File: config.mk
export PLATFORM = sky130hd
export DESIGN_NAME = lut_logic_block
export DESIGN_NICKNAME = d
export VERILOG_FILES = /design/src/rtl/lut_lb_pkg.sv /design/src/rtl/lb_cfg_chain.sv /design/src/rtl/lb_lut.sv /design/src/rtl/lb_carry.sv /design/src/rtl/lb_out_ff.sv /design/src/rtl/lut_logic_block.sv
export SDC_FILE = /design/constraint.sdc
export NUM_CORES = 1
export LEC_CHECK = 0
export BUFFER_PORTS_ARGS = -buffer_cell sky130_fd_sc_hd__buf_2
export CORE_UTILIZATION = 35
export CTS_CLUSTER_SIZE = 14
export DETAILED_ROUTE_END_ITERATION = 10
export GPL_TIMING_DRIVEN = 0
export PLACE_DENSITY_LB_ADDON = 0.05
export SYNTH_ARGS = -nofsm -noshare
export SYNTH_HDL_FRONTEND = slang
export SYNTH_SLANG_ARGS = --single-unit
File: constraint.sdc
create_clock -name clk -period 3.7 [get_ports clk]
set_clock_uncertainty 0.15 [all_clocks]
set_input_delay 0.555 -clock clk [delete_from_list [all_inputs] [get_ports clk]]
set_output_delay 0.555 -clock clk [all_outputs]
set_load 0.1 [all_outputs]
File: src/rtl/lut_lb_pkg.sv
// Shared types for the logic cell: carry-mode and flip-flop-source encodings,
// and the number of mode bits that sit above the truth table.
package lut_lb_pkg;
    typedef enum logic [1:0] {
        CARRY_PASS = 2'b00,
        CARRY_ADD  = 2'b01,
        CARRY_GEN  = 2'b10,
        CARRY_ZERO = 2'b11
    } carry_mode_e;

    typedef enum logic [1:0] {
        SRC_COMB   = 2'b00,
        SRC_DIRECT = 2'b01,
        SRC_CARRY  = 2'b10,
        SRC_HOLD   = 2'b11
    } ff_src_e;

    // memory mode (1) + carry mode (2) + set/reset polarity and enable (2) + source (2)
    localparam int MODE_BITS = 7;
endpackage

File: src/rtl/lb_cfg_chain.sv
// Setup storage: an N-bit shift register loaded LSB first, whose low 2**K bits
// can also be written one at a time as a small memory.
// Assumes the caller has already gated wr_en against shifting and mode.
module lb_cfg_chain #(
    parameter int N = 31,
    parameter int K = 4
) (
    input  logic         clk,
    input  logic         rst_n,
    input  logic         shift_en,
    input  logic         sin,
    input  logic         wr_en,
    input  logic [K-1:0] wr_addr,
    input  logic         wr_data,
    output logic [N-1:0] cfg_q,
    output logic         sout
);
    // Reset, shift toward bit 0, or single-bit memory write.
    always_ff @(posedge clk) begin
        if (!rst_n) begin
            cfg_q <= '0;
        end else if (shift_en) begin
            cfg_q <= {sin, cfg_q[N-1:1]};
        end else if (wr_en) begin
            cfg_q[wr_addr] <= wr_data;
        end
    end

    // Oldest bit leaves the chain.
    assign sout = cfg_q[0];
endmodule

File: src/rtl/lb_lut.sv
// K-input look-up: selects one entry of a 2**K-bit table. Used both as the
// logic function and as the untimed read port of the memory mode.
module lb_lut #(
    parameter int K = 4,
    localparam int TBL = 1 << K
) (
    input  logic [TBL-1:0] table_bits,
    input  logic [K-1:0]   sel,
    output logic           out
);
    // Table entry picked by the select inputs.
    assign out = table_bits[sel];
endmodule

File: src/rtl/lb_carry.sv
// Carry stage: a full-adder sum and carry from a[0], a[1] and cin, or a
// pass, generate-from-table or constant-zero carry, as chosen by mode.
module lb_carry
    import lut_lb_pkg::*;
(
    input  logic        op0,
    input  logic        op1,
    input  logic        cin,
    input  logic        lut_o,
    input  carry_mode_e mode,
    output logic        sum,
    output logic        cout
);
    // Sum is always the adder result; the top decides whether to use it.
    always_comb begin
        sum = op0 ^ op1 ^ cin;
        unique case (mode)
            CARRY_PASS: cout = cin;
            CARRY_ADD:  cout = (op0 & op1) | (op0 & cin) | (op1 & cin);
            CARRY_GEN:  cout = lut_o;
            default:    cout = 1'b0;
        endcase
    end
endmodule

File: src/rtl/lb_out_ff.sv
// Output register with selectable data source and synchronous set/reset of
// programmable level; reset wins over set. Frozen while hold is high.
module lb_out_ff
    import lut_lb_pkg::*;
(
    input  logic    clk,
    input  logic    rst_n,
    input  logic    hold,
    input  ff_src_e src,
    input  logic    d_comb,
    input  logic    d_direct,
    input  logic    d_carry,
    input  logic    sr_en,
    input  logic    sr_pol,
    input  logic    set_in,
    input  logic    rst_in,
    output logic    q
);
    logic set_act, rst_act;

    // Requests are active when enabled and at the programmed level.
    always_comb begin
        set_act = sr_en && (set_in == sr_pol);
        rst_act = sr_en && (rst_in == sr_pol);
    end

    // Register update: chip reset, freeze, user reset, user set, then data.
    always_ff @(posedge clk) begin
        if (!rst_n) begin
            q <= 1'b0;
        end else if (!hold) begin
            if (rst_act) begin
                q <= 1'b0;
            end else if (set_act) begin
                q <= 1'b1;
            end else begin
                unique case (src)
                    SRC_COMB:   q <= d_comb;
                    SRC_DIRECT: q <= d_direct;
                    SRC_CARRY:  q <= d_carry;
                    default:    q <= q;
                endcase
            end
        end
    end
endmodule

File: src/rtl/lut_logic_block.sv
// Logic cell top: scan-loaded setup chain, K-input table or 2**K x 1 memory,
// carry stage and output flip-flop. Setup layout (LSB up): table, memory
// mode, carry mode, set/reset polarity, set/reset enable, ff source, spares.
module lut_logic_block
    import lut_lb_pkg::*;
#(
    parameter int K     = 4,
    parameter int SPARE = 8
) (
    input  logic         clk,
    input  logic         rst_n,
    input  logic         cfg_shift_en,
    input  logic         cfg_sin,
    output logic         cfg_sout,
    input  logic [K-1:0] a,
    input  logic         cin,
    input  logic         we,
    input  logic         wd,
    input  logic         d_in,
    input  logic         ff_set,
    input  logic         ff_rst,
    output logic         y,
    output logic         yq,
    output logic         cout
);
    localparam int TBL      = 1 << K;
    localparam int RAM_POS  = TBL;
    localparam int CM_POS   = TBL + 1;
    localparam int SRP_POS  = TBL + 3;
    localparam int SRE_POS  = TBL + 4;
    localparam int SRC_POS  = TBL + 5;
    localparam int CFG_BITS = TBL + MODE_BITS + SPARE;

    logic [CFG_BITS-1:0] cfg_q;
    logic                mem_wr, lut_o, sum;
    carry_mode_e         cmode;
    ff_src_e             fsrc;

    // Decode mode fields and gate memory writes by mode and shifting.
    always_comb begin
        cmode  = carry_mode_e'(cfg_q[CM_POS +: 2]);
        fsrc   = ff_src_e'(cfg_q[SRC_POS +: 2]);
        mem_wr = cfg_q[RAM_POS] && we && !cfg_shift_en;
    end

    lb_cfg_chain #(.N(CFG_BITS), .K(K)) u_chain (
        .clk      (clk),
        .rst_n    (rst_n),
        .shift_en (cfg_shift_en),
        .sin      (cfg_sin),
        .wr_en    (mem_wr),
        .wr_addr  (a),
        .wr_data  (wd),
        .cfg_q    (cfg_q),
        .sout     (cfg_sout)
    );

    lb_lut #(.K(K)) u_lut (
        .table_bits (cfg_q[TBL-1:0]),
        .sel        (a),
        .out        (lut_o)
    );

    lb_carry u_carry (
        .op0   (a[0]),
        .op1   (a[1]),
        .cin   (cin),
        .lut_o (lut_o),
        .mode  (cmode),
        .sum   (sum),
        .cout  (cout)
    );

    // Combinational output: adder sum in carry-add mode, table otherwise.
    assign y = (cmode == CARRY_ADD) ? sum : lut_o;

    lb_out_ff u_ff (
        .clk      (clk),
        .rst_n    (rst_n),
        .hold     (cfg_shift_en),
        .src      (fsrc),
        .d_comb   (y),
        .d_direct (d_in),
        .d_carry  (cout),
        .sr_en    (cfg_q[SRE_POS]),
        .sr_pol   (cfg_q[SRP_POS]),
        .set_in   (ff_set),
        .rst_in   (ff_rst),
        .q        (yq)
    );
endmodule

# [After elaboration in Yosys (flattened, before gate mapping)]
# Cells that the tools add are included.
[totals] reg_bits=32 latchBits=0 ramBits=0 romBits=0 in_bits=14 word_cells=42 mem_count=0
[classes] add_sub_neg=0 multipliers=0 div_mod_pow=0 magnitude_cmp=3 n_eq_ne=6 n_shift=0 mux=12 bitwise=8 n_reduce_logical=11
[ops] operator="$mux W31" count=2
[ops] operator="$bwmux W31" count=1
[ops] operator="$lt A4 B6 Y1 const B" count=1
[ops] operator="$pmux W1 S3" count=2
[ops] operator="$logic_and A1 B1 Y1" count=5
[ops] operator="$lt A4 B5 Y1 const B" count=1
[ops] operator="$mux W1" count=5
[ops] operator="$reduce_bool A5 Y1" count=1
[ops] operator="$bmux W1 S4" count=1
[ops] operator="$demux W1 S4" count=1
[ops] operator="$eq A2 B1 Y1 const B" count=2
[ops] operator="$eq A2 B2 Y1 const B" count=2
[ops] operator="$ge A4 B1 Y1 const B" count=1
[ops] operator="$logic_not A2 Y1" count=2
[ops] operator="$and A1 B1 Y1" count=3
[ops] operator="$eq A1 B1 Y1" count=2
[ops] operator="$or A1 B1 Y1" count=2
[ops] operator="$reduce_and A2 Y1" count=1
[ops] operator="$reduce_bool A2 Y1" count=1
[ops] operator="$xor A1 B1 Y1" count=2
[ops] operator="$logic_not A1 Y1" count=1
[ops] operator="$not A1 Y1" count=1

# [Logic depth before layout (Yosys ltp)]
# Gate-level depths: netlist of run 1.
[logic_depth] word_depth=7 mapped_depth=7

# [By module]
# A second synthesis of run 1 with hierarchy kept.
[unflattened] hier_cells=185 hier_area_um2=1744.2
[by_module_without_submodules] mod="lb_cfg_chain" n_inst=1 cells_each=151 area_per_inst_um2=1371.3 seq_area_each_um2=620.6
[by_module_without_submodules] mod="lb_out_ff" n_inst=1 cells_each=19 area_per_inst_um2=158.9 seq_area_each_um2=20.0
[by_module_without_submodules] mod="lb_lut" n_inst=1 cells_each=7 area_per_inst_um2=135.1 seq_area_each_um2=0.0
[by_module_without_submodules] mod="lb_carry" n_inst=1 cells_each=4 area_per_inst_um2=42.5 seq_area_each_um2=0.0
[by_module_without_submodules] mod="lut_logic_block" n_inst=1 cells_each=4 area_per_inst_um2=36.3 seq_area_each_um2=0.0

# [Least setup slack after synthesis of run 1]
# No wires, ideal clock.
[synth_path] path_type="register to output" start="register u_chain.cfg_q[0]" end="output y" arrival_ps=2279 path_slack_ps=716 stages_incl_launch_ff=5 path_buffers=0 path_cell_list="dfxtp_1 > mux2_2 > o22ai_1 > o221ai_1 > and2_1"
[synth_between] elab_chain_cells=3
[synth_rtl] element="start: declaration" line="lb_cfg_chain.sv:15" text="output logic [N-1:0] cfg_q,"
[synth_rtl] element="start signal: assignment" line="lb_cfg_chain.sv:23" text="cfg_q <= {sin, cfg_q[N-1:1]};"
[synth_rtl] element="start signal: indexed assignment" line="lb_cfg_chain.sv:25" text="cfg_q[wr_addr] <= wr_data;"
[synth_rtl] element="$bmux W1 S4" line="lb_lut.sv:12" text="assign out = table_bits[sel];"
[synth_rtl] element="$mux W1 (implied by the code)" line="lb_lut.sv:12"
[synth_rtl] element="$mux W1" line="lut_logic_block.sv:75" text="assign y = (cmode == CARRY_ADD) ? sum : lut_o;"
[synth_rtl] element="end: declaration" line="lut_logic_block.sv:22" text="output logic y,"
# Every way passes these cells. The select of a mux whose other input is x is not followed.

# [Final worst setup path of run 1]
[layout_path] start="input a[0]" end="output y"
[layout_between] elab_chain_cells=3
[layout_rtl] element="start: declaration" line="lut_logic_block.sv:15" text="input logic [K-1:0] a,"
[layout_rtl] element="$bmux W1 S4 / $xor A1 B1 Y1 (equally long branches)" line="lb_lut.sv:12, lb_carry.sv:16"
[layout_rtl] element="$mux W1 (implied by the code) / $xor A1 B1 Y1 (equally long branches)" line="lb_lut.sv:12, lb_carry.sv:16"
[layout_rtl] element="$mux W1 *" line="lut_logic_block.sv:75"
# Mark *: on every way between the ends. The rest lies on a longest branch, timed or not. The select of a mux whose other input is x is not followed.

==> summary.md, run 1 <==
| Metric | Value |
|---|---|
| Layout cell share with drive strength beyond 1 | 0.139 |
| Total gr overflow | 0 |
| Sequential share of the synthesized area | 0.358 |
| Area share of the largest cell type after synthesis | 0.358 |
| Largest net degree at the start of global routing | 12 |
| Clk sinks | 32 |
| Total CTS buffers | 5 |
| DRC | 0 |
| Mapped Area | 1790 µm² |
| Setup crit start kind | input pin |
| Gate power share | 0.144 |
| Placed Area | 1950 µm² |
| Detail Route Antenna Nets | 0 |
| Post-layout nets | 258 |
| Setup crit start | a[0] |
| Hold buffers post-CTS | 0 |
| CTS tree | built |
| Critical path endpoint | y |
| Most used DFF post-synth | dfxtp_1 |
| Area of the multi-input gates | 1060 µm² |
| Starting Density | 0.371 |
| IO Port Bufs | 15 |
| Pwr Total | 0.822 mW |
| Seq pwr share | 0.446 |
| Total Routing Usage GR | 0.176 |
| Syn_area_per_cell | 8.35 µm² |
| Antenna violations before repair | 0 |
| FF+latch count, synth | 32 |
| Hold Violations, Final | 0 |
| Global-route wire length before repair | 7180 µm |
| Detailed Route Iter0 Violations | 82 |
| Relative max-transition margin | 0.491 |
| Synth cell types | 37 |
| Power Dens Cells | 399 nW/µm² |
| FF+latch area | 641 µm² |
| Drt wl/cell | 14.2 µm |
| Hpwl dp | 3160 µm |
| H-tree depth | 2 |
| Status | completed |
| TritonRoute pass-1 iters | 4 |
| Clock-pin slew on the worst setup and hold paths | 0.07 ns |
| P_leak | 0.802 nW |
| Diode count | 0 |
| FF-to-FF setup slack | 1.79 ns |
| Die Width | 73.5 µm |
| Worst skew pair latency | 0.28 ns |
| Number of global-route vias before repair | 1468 |
| Yosys Warn Count | 0 |
| Critical path endpoint category | primary output |
| Tcrit/Tclk final | 0.788 |
| # fillers | 513 |
| Crit path max fanout | 8 |
| Post-Synthesis Cells | 214 |
| Finished Cell Area | 2060 µm² |
| Die Y | 73.5 µm |
| GPL Wtd Cong | 0.838 |
| IR drop worst, VDD | 0.168 mV |
| Synth top area cells | dfxtp_1 (36%), mux2i_1 (9.5%), a311oi_1 (7.8%), nand2_1 (7.3%), nor2_1 (7.1%) |
| Crit path DAT | 2.21 ns |
| Tmin final | 2.91 ns |
| IO Pins | 18 |
| Setup CP Type | input pin to primary output |
| Hold Crit Class | flip-flop to flip-flop |
| Worst EP required | 2.99 ns |
| Cell Rows | 25 |
| Final WL | 4320 µm |
| Sw Pwr | 0.227 mW |
| Vias | 1569 |
| Max cap viols | 0 |
| Switching Share | 0.276 |
| Placeable core area | 4820 µm² |
| Post-synth EDFFs | 0 |
| Root Buffer | clkbuf_8 |
| Post-synth ARST share | 0 |
| Clock Path Buffers | 2 |
| Worst slew pin tran | 0.758 ns |
| Syn_nets | 236 |
| Yosys top cell by area | dfxtp_1 |
| Internal | 0.595 mW |
| Syn-to-layout area delta | 15.1% |
| WHS | 0.350 ns |
| Final setup violation count | 0 |
| Clk pwr share | 0.410 |
| PostCTS Resize Cnt | 0 |
| R2R depth | 6 |
| Die area | 5400 µm² |
| Synth top cells by count | nand2_1 (35), nor2_1 (34), dfxtp_1 (32), nand3_1 (18), mux2i_1 (17) |
| Top-count cell post-synth | nand2_1 |
| Vias per inst | 5.16 |
| F_max | 0.343 GHz |
| RSZ-0062 raised after global routing | false |
| Post-CTS Setup Inserts | 0 |
| Crit Reg-Reg Endpoint | u_ff.q |
| Fin Setup TNS | 0 ns |
| R2r startpoint | u_chain.cfg_q[21] |
| Count of pins over their slew limit | 0 |
-- worst max-delay path, cell delays in order --
cell	delay, ns
buf_2	0.20
mux4_1	0.59
o22ai_1	0.22
o221ai_1	0.16
and2_1	0.19
buf_2	0.29
-- how the worst min path moves through the flow --
stage	startpoint	end	slack, ns	cells after the start
2_1_floorplan	u_chain.cfg_q[23]	u_chain.cfg_q[23]	0.31	2
3_3_place_gp	u_chain.cfg_q[26]	u_chain.cfg_q[25]	0.33	2
3_5_place_dp	u_chain.cfg_q[26]	u_chain.cfg_q[25]	0.34	2
4_1_cts	u_chain.cfg_q[0]	u_chain.cfg_q[0]	0.35	2
5_1_grt	cfg_sin	u_chain.cfg_q[30]	0.37	3
6_report	u_chain.cfg_q[27]	u_chain.cfg_q[27]	0.35	2
-- routing by layer --
layer  part of all wire  up-vias  global-route usage
li1                   -      791                   -
met1               0.51      747               0.251
met5                  0        -                   0
met2               0.45       29               0.260
met3              0.035        2              0.0425
met4             0.0058        0              0.0556
-- stage by stage --
step / util / std cells / worst slack [ns]
3_3_place_gp: 0.404 / 296 / 0.787
4_1_cts: 0.427 / 304 / 0.766
2_1_floorplan: - / 214 / 0.716
5_1_grt: 0.427 / 304 / 0.720
3_5_place_dp: 0.404 / 296 / 0.769
6_report: 0.427 / 304 / 0.785
-- cell families after synthesis --
kind of cell,after synthesis,synth area share
simple gates,98,0.238
flops,32,0.358
compound gates,30,0.138
mux,23,0.150
buf+inv,22,0.0511
fa+ha+maj,8,0.0602
xor+xnor,1,0.00490
-- power groups by stage --
stage	Combinational, mW	Sequential (mW)	Clock, mW
floorplan	0.0779	0.381	0
global placement	0.117	0.374	0
detailed placement	0.119	0.374	0
CTS	0.119	0.366	0.344
global route	0.129	0.369	0.364
finish	0.119	0.366	0.337
-- area by class of cell --
cell class,count,area share
multi-input cells,160,0.513
clock inverters,3,0.0207
plain buffers,15,0.0316
inverters,7,0.0128
flip-flops and latches,32,0.311
well taps,67,0.0407
repair buffers,15,0.0365
clock buffers,5,0.0334
-- flip-flops by register name (all words and copies together), names as in the netlist --
signal	count
u_ff.q	1
u_chain.cfg_q	31
-- layout by cell type, fill, tap and decap left out, types with 2 or more instances in the layout --
cell,n
a21o_1,2
a311oi_1,16
buf_1,4
buf_2,16
clkbuf_1,9
clkbuf_8,5
dfxtp_1,32
ha_1,7
inv_1,6
mux2_1,2
mux2_2,2
mux2i_1,17
mux4_1,2
nand2_1,35
nand2b_1,3
nand3_1,18
nor2_1,34
o22ai_1,3
or2_2,2
Power figures use the tool's default switching activity.
==> run 2: changes to the inputs <==
Clock period 3.7 ns to 2.5 ns, I/O delays scaled along.
==> run 2 against run 1 <==
Against the previous run: sequential share of layout area down 0.18 points; routed wire length rose by 1.6%; critical path depth is 1 lower; non-clock buffer count stayed put; clock-buffer cell count increased by 1; via count grew 1.3%; worst setup slack worse by 0.71 ns; die area did not move; largest power group unchanged.
==> summary.md, run 2 (synthesis results as in run 1) <==
| Metric | Value |
|---|---|
| Detailed Route Iter0 Violations | 95 (+16%) |
| Slowest Stage Delay on Critical Path | 0.51 ns (-0.08 ns) |
| Pre-CTS WS | -0.0874 ns (-0.857 ns) |
| Internal | 0.887 mW (+49%) |
| Final WL | 4380 µm (+1.6%) |
| Total CTS buffers | 5 (unchanged) |
| Hold Crit Class | input pin to flip-flop |
| # fillers | 522 (+1.8%) |
| Largest register FFs | 31 (unchanged) |
| Status | completed |
| CTS tree | built |
| Tmin final | 2.42 ns |
| Die Width | 73.5 µm (unchanged) |
| Area of the multi-input gates | 1060 µm² (+0.71%) |
| Switching Share | 0.272 (-0.00415) |
| Seq pwr share | 0.446 (about the same) |
| Clk pwr share | 0.404 (-0.006) |
| Die Y | 73.5 µm (unchanged) |
| Finished Cell Area | 2070 µm² (+0.79%) |
| Critical-path top delay cell | mux4_1 |
| P_leak | 0.810 nW (+0.99%) |
| H-tree depth | 2 (unchanged) |
| Setup CP Type | flip-flop to primary output |
| Commonest non-fill, non-tap cell in the layout | nand2_1 |
| Vias | 1590 (+1.3%) |
| Clk sinks | 32 (unchanged) |
| Sw Pwr | 0.331 mW (+46%) |
| Most used cell, CP | o22ai_1 |
| Post-layout nets | 258 (unchanged) |
| Worst path cell trace | mux4_1 -> o22ai_1 -> o22ai_1 -> a21o_1 -> buf_4 |
| Final setup violation count | 0 (unchanged) |
| Crit path DAT | 1.90 ns (-0.31 ns) |
| Global-route wire length before repair | 7290 µm (+1.5%) |
| Pwr Total | 1.22 mW (+48%) |
| Crit Reg-Reg Endpoint | u_ff.q |
| Vias per inst | 5.23 (+1.3%) |
| Cells after DPL | 296 (unchanged) |
| Max cap viols | 0 (unchanged) |
| Clock-pin slew on the worst setup and hold paths | 0.07 ns (about the same) |
| Worst EP required | 1.98 ns (-1.01 ns) |
| FF-to-FF setup slack | 0.60 ns (-1.19 ns) |
| Cell Rows | 25 (unchanged) |
| Hold buffers post-CTS | 0 (unchanged) |
| RSZ-0062 raised after global routing | false |
| Final worst slack | 0.0777 ns (-0.708 ns) |
| FF+latch area | 642 µm² (+0.20%) |
| Worst slew pin tran | 0.798 ns (+0.0399 ns) |
| Placeable core area | 4820 µm² (unchanged) |
| Largest Register | u_chain.cfg_q |
| DRC | 0 (unchanged) |
| Largest net degree at the start of global routing | 11 (-1) |
| Non-filler instance count after layout | 304 (unchanged) |
| Critical path endpoint category | primary output |
| TritonRoute pass-1 iters | 4 (unchanged) |
| Power Dens Cells | 587 nW/µm² (+47%) |
| Hold-critical path depth | 3 (+1) |
| Setup crit start kind | flip-flop |
| Clock Path Buffers | 2 (unchanged) |
| Hpwl dp | 3180 µm (+0.63%) |
| Top flop regs | u_chain.cfg_q (31), u_ff.q (1) |
| IO Pins | 18 (unchanged) |
| F_max | 0.413 GHz |
| Detail Route Antenna Nets | 0 (unchanged) |
| WHS Endpoint | u_chain.cfg_q[30] |
| Total Routing Usage GR | 0.177 (+0.00121) |
| Die area | 5400 µm² (unchanged) |
| Layout cell share with drive strength beyond 1 | 0.148 (+0.00844) |
| IO Port Bufs | 15 (unchanged) |
| IR drop worst, VDD | 0.360 mV (+110%) |
| Hold Violations, Final | 0 (unchanged) |
| Count of pins over their slew limit | 0 (unchanged) |
| Number of global-route vias before repair | 1531 (+4.3%) |
| Drt wl/cell | 14.4 µm (+1.6%) |
| Worst skew pair latency | 0.28 ns (about the same) |
| GPL Wtd Cong | 0.809 (-3.5%) |
| Antenna violations before repair | 0 (unchanged) |
| Placed Area | 1950 µm² (+0.13%) |
| Starting Density | 0.371 (unchanged) |
| Total gr overflow | 0 (unchanged) |
| Most frequent cells in the layout | nand2_1 (35), nor2_1 (34), dfxtp_1 (31), nand3_1 (18), mux2i_1 (17) |
| Relative max-transition margin | 0.464 (-0.0268) |
| Gate power share | 0.150 (+0.006) |
| R2R depth | 6 (unchanged) |
| Crit path max fanout | 3 (-5) |
| Syn-to-layout area delta | 16.0% |
| Tcrit/Tclk final | 0.969 |
| Diode count | 0 (unchanged) |
| R2r startpoint | u_chain.cfg_q[21] |
| Start point of the worst hold path | cfg_sin |
| Root Buffer | clkbuf_8 |
run 2: through the flow:
stage,hold slack (ns),setup TNS (ns),util
global placement,0.326,-0.122,0.405
detailed placement,0.336,-0.145,0.405
CTS,0.189,0,0.429
finish,0.192,0,0.431
global route,0.200,0,0.431
floorplan,0.310,0,-
run 2: what timing repair did:
action                     4_1_cts  5_1_grt
pin swaps                        0        0
setup endpoints to repair        2        2
resized for setup                4        1
setup buffers                    0        0
run 2: metal layers:
metal | share of wire | GRT usage
met5 | 0 | 0
met4 | 0.011 | 0.0556
met3 | 0.034 | 0.0425
met2 | 0.45 | 0.274
met1 | 0.50 | 0.243
run 2: worst max-delay path by stage:
stage	from	endpoint	slack (ns)	cells after the start
after floorplan	u_chain.cfg_q[0]	cout	0.09	4
after global placement	a[0]	y	-0.08	6
after detailed placement	a[0]	y	-0.09	6
after CTS	u_chain.cfg_q[9]	cout	0.03	5
after global routing	u_chain.cfg_q[9]	cout	0.0007	5
final	u_chain.cfg_q[13]	cout	0.08	5
run 2: worst max-delay path: cells and delay by family, from the launching register on:
kind / cells / cell delay [ns]
mux: 1 / 0.51
buf+inv: 1 / 0.23
compound gates: 3 / 0.55
flops: 1 / 0.32
run 2: power groups by stage:
| stage | clock network [mW] | registers (mW) | logic, mW |
|---|---|---|---|
| 2_1_floorplan | 0 | 0.565 | 0.116 |
| 3_3_place_gp | 0 | 0.553 | 0.173 |
| 3_5_place_dp | 0 | 0.554 | 0.177 |
| 4_1_cts | 0.505 | 0.542 | 0.182 |
| 5_1_grt | 0.531 | 0.544 | 0.199 |
| 6_report | 0.492 | 0.543 | 0.183 |
run 2: layout make-up:
type,instances,share of cell area
multi-input combinational,160,0.513
sequential,32,0.309
timing repair buffer,15,0.0416
tap,67,0.0404
clock buffer,6,0.0350
buffer,15,0.0314
clock inverter,2,0.0169
inverter,7,0.0127
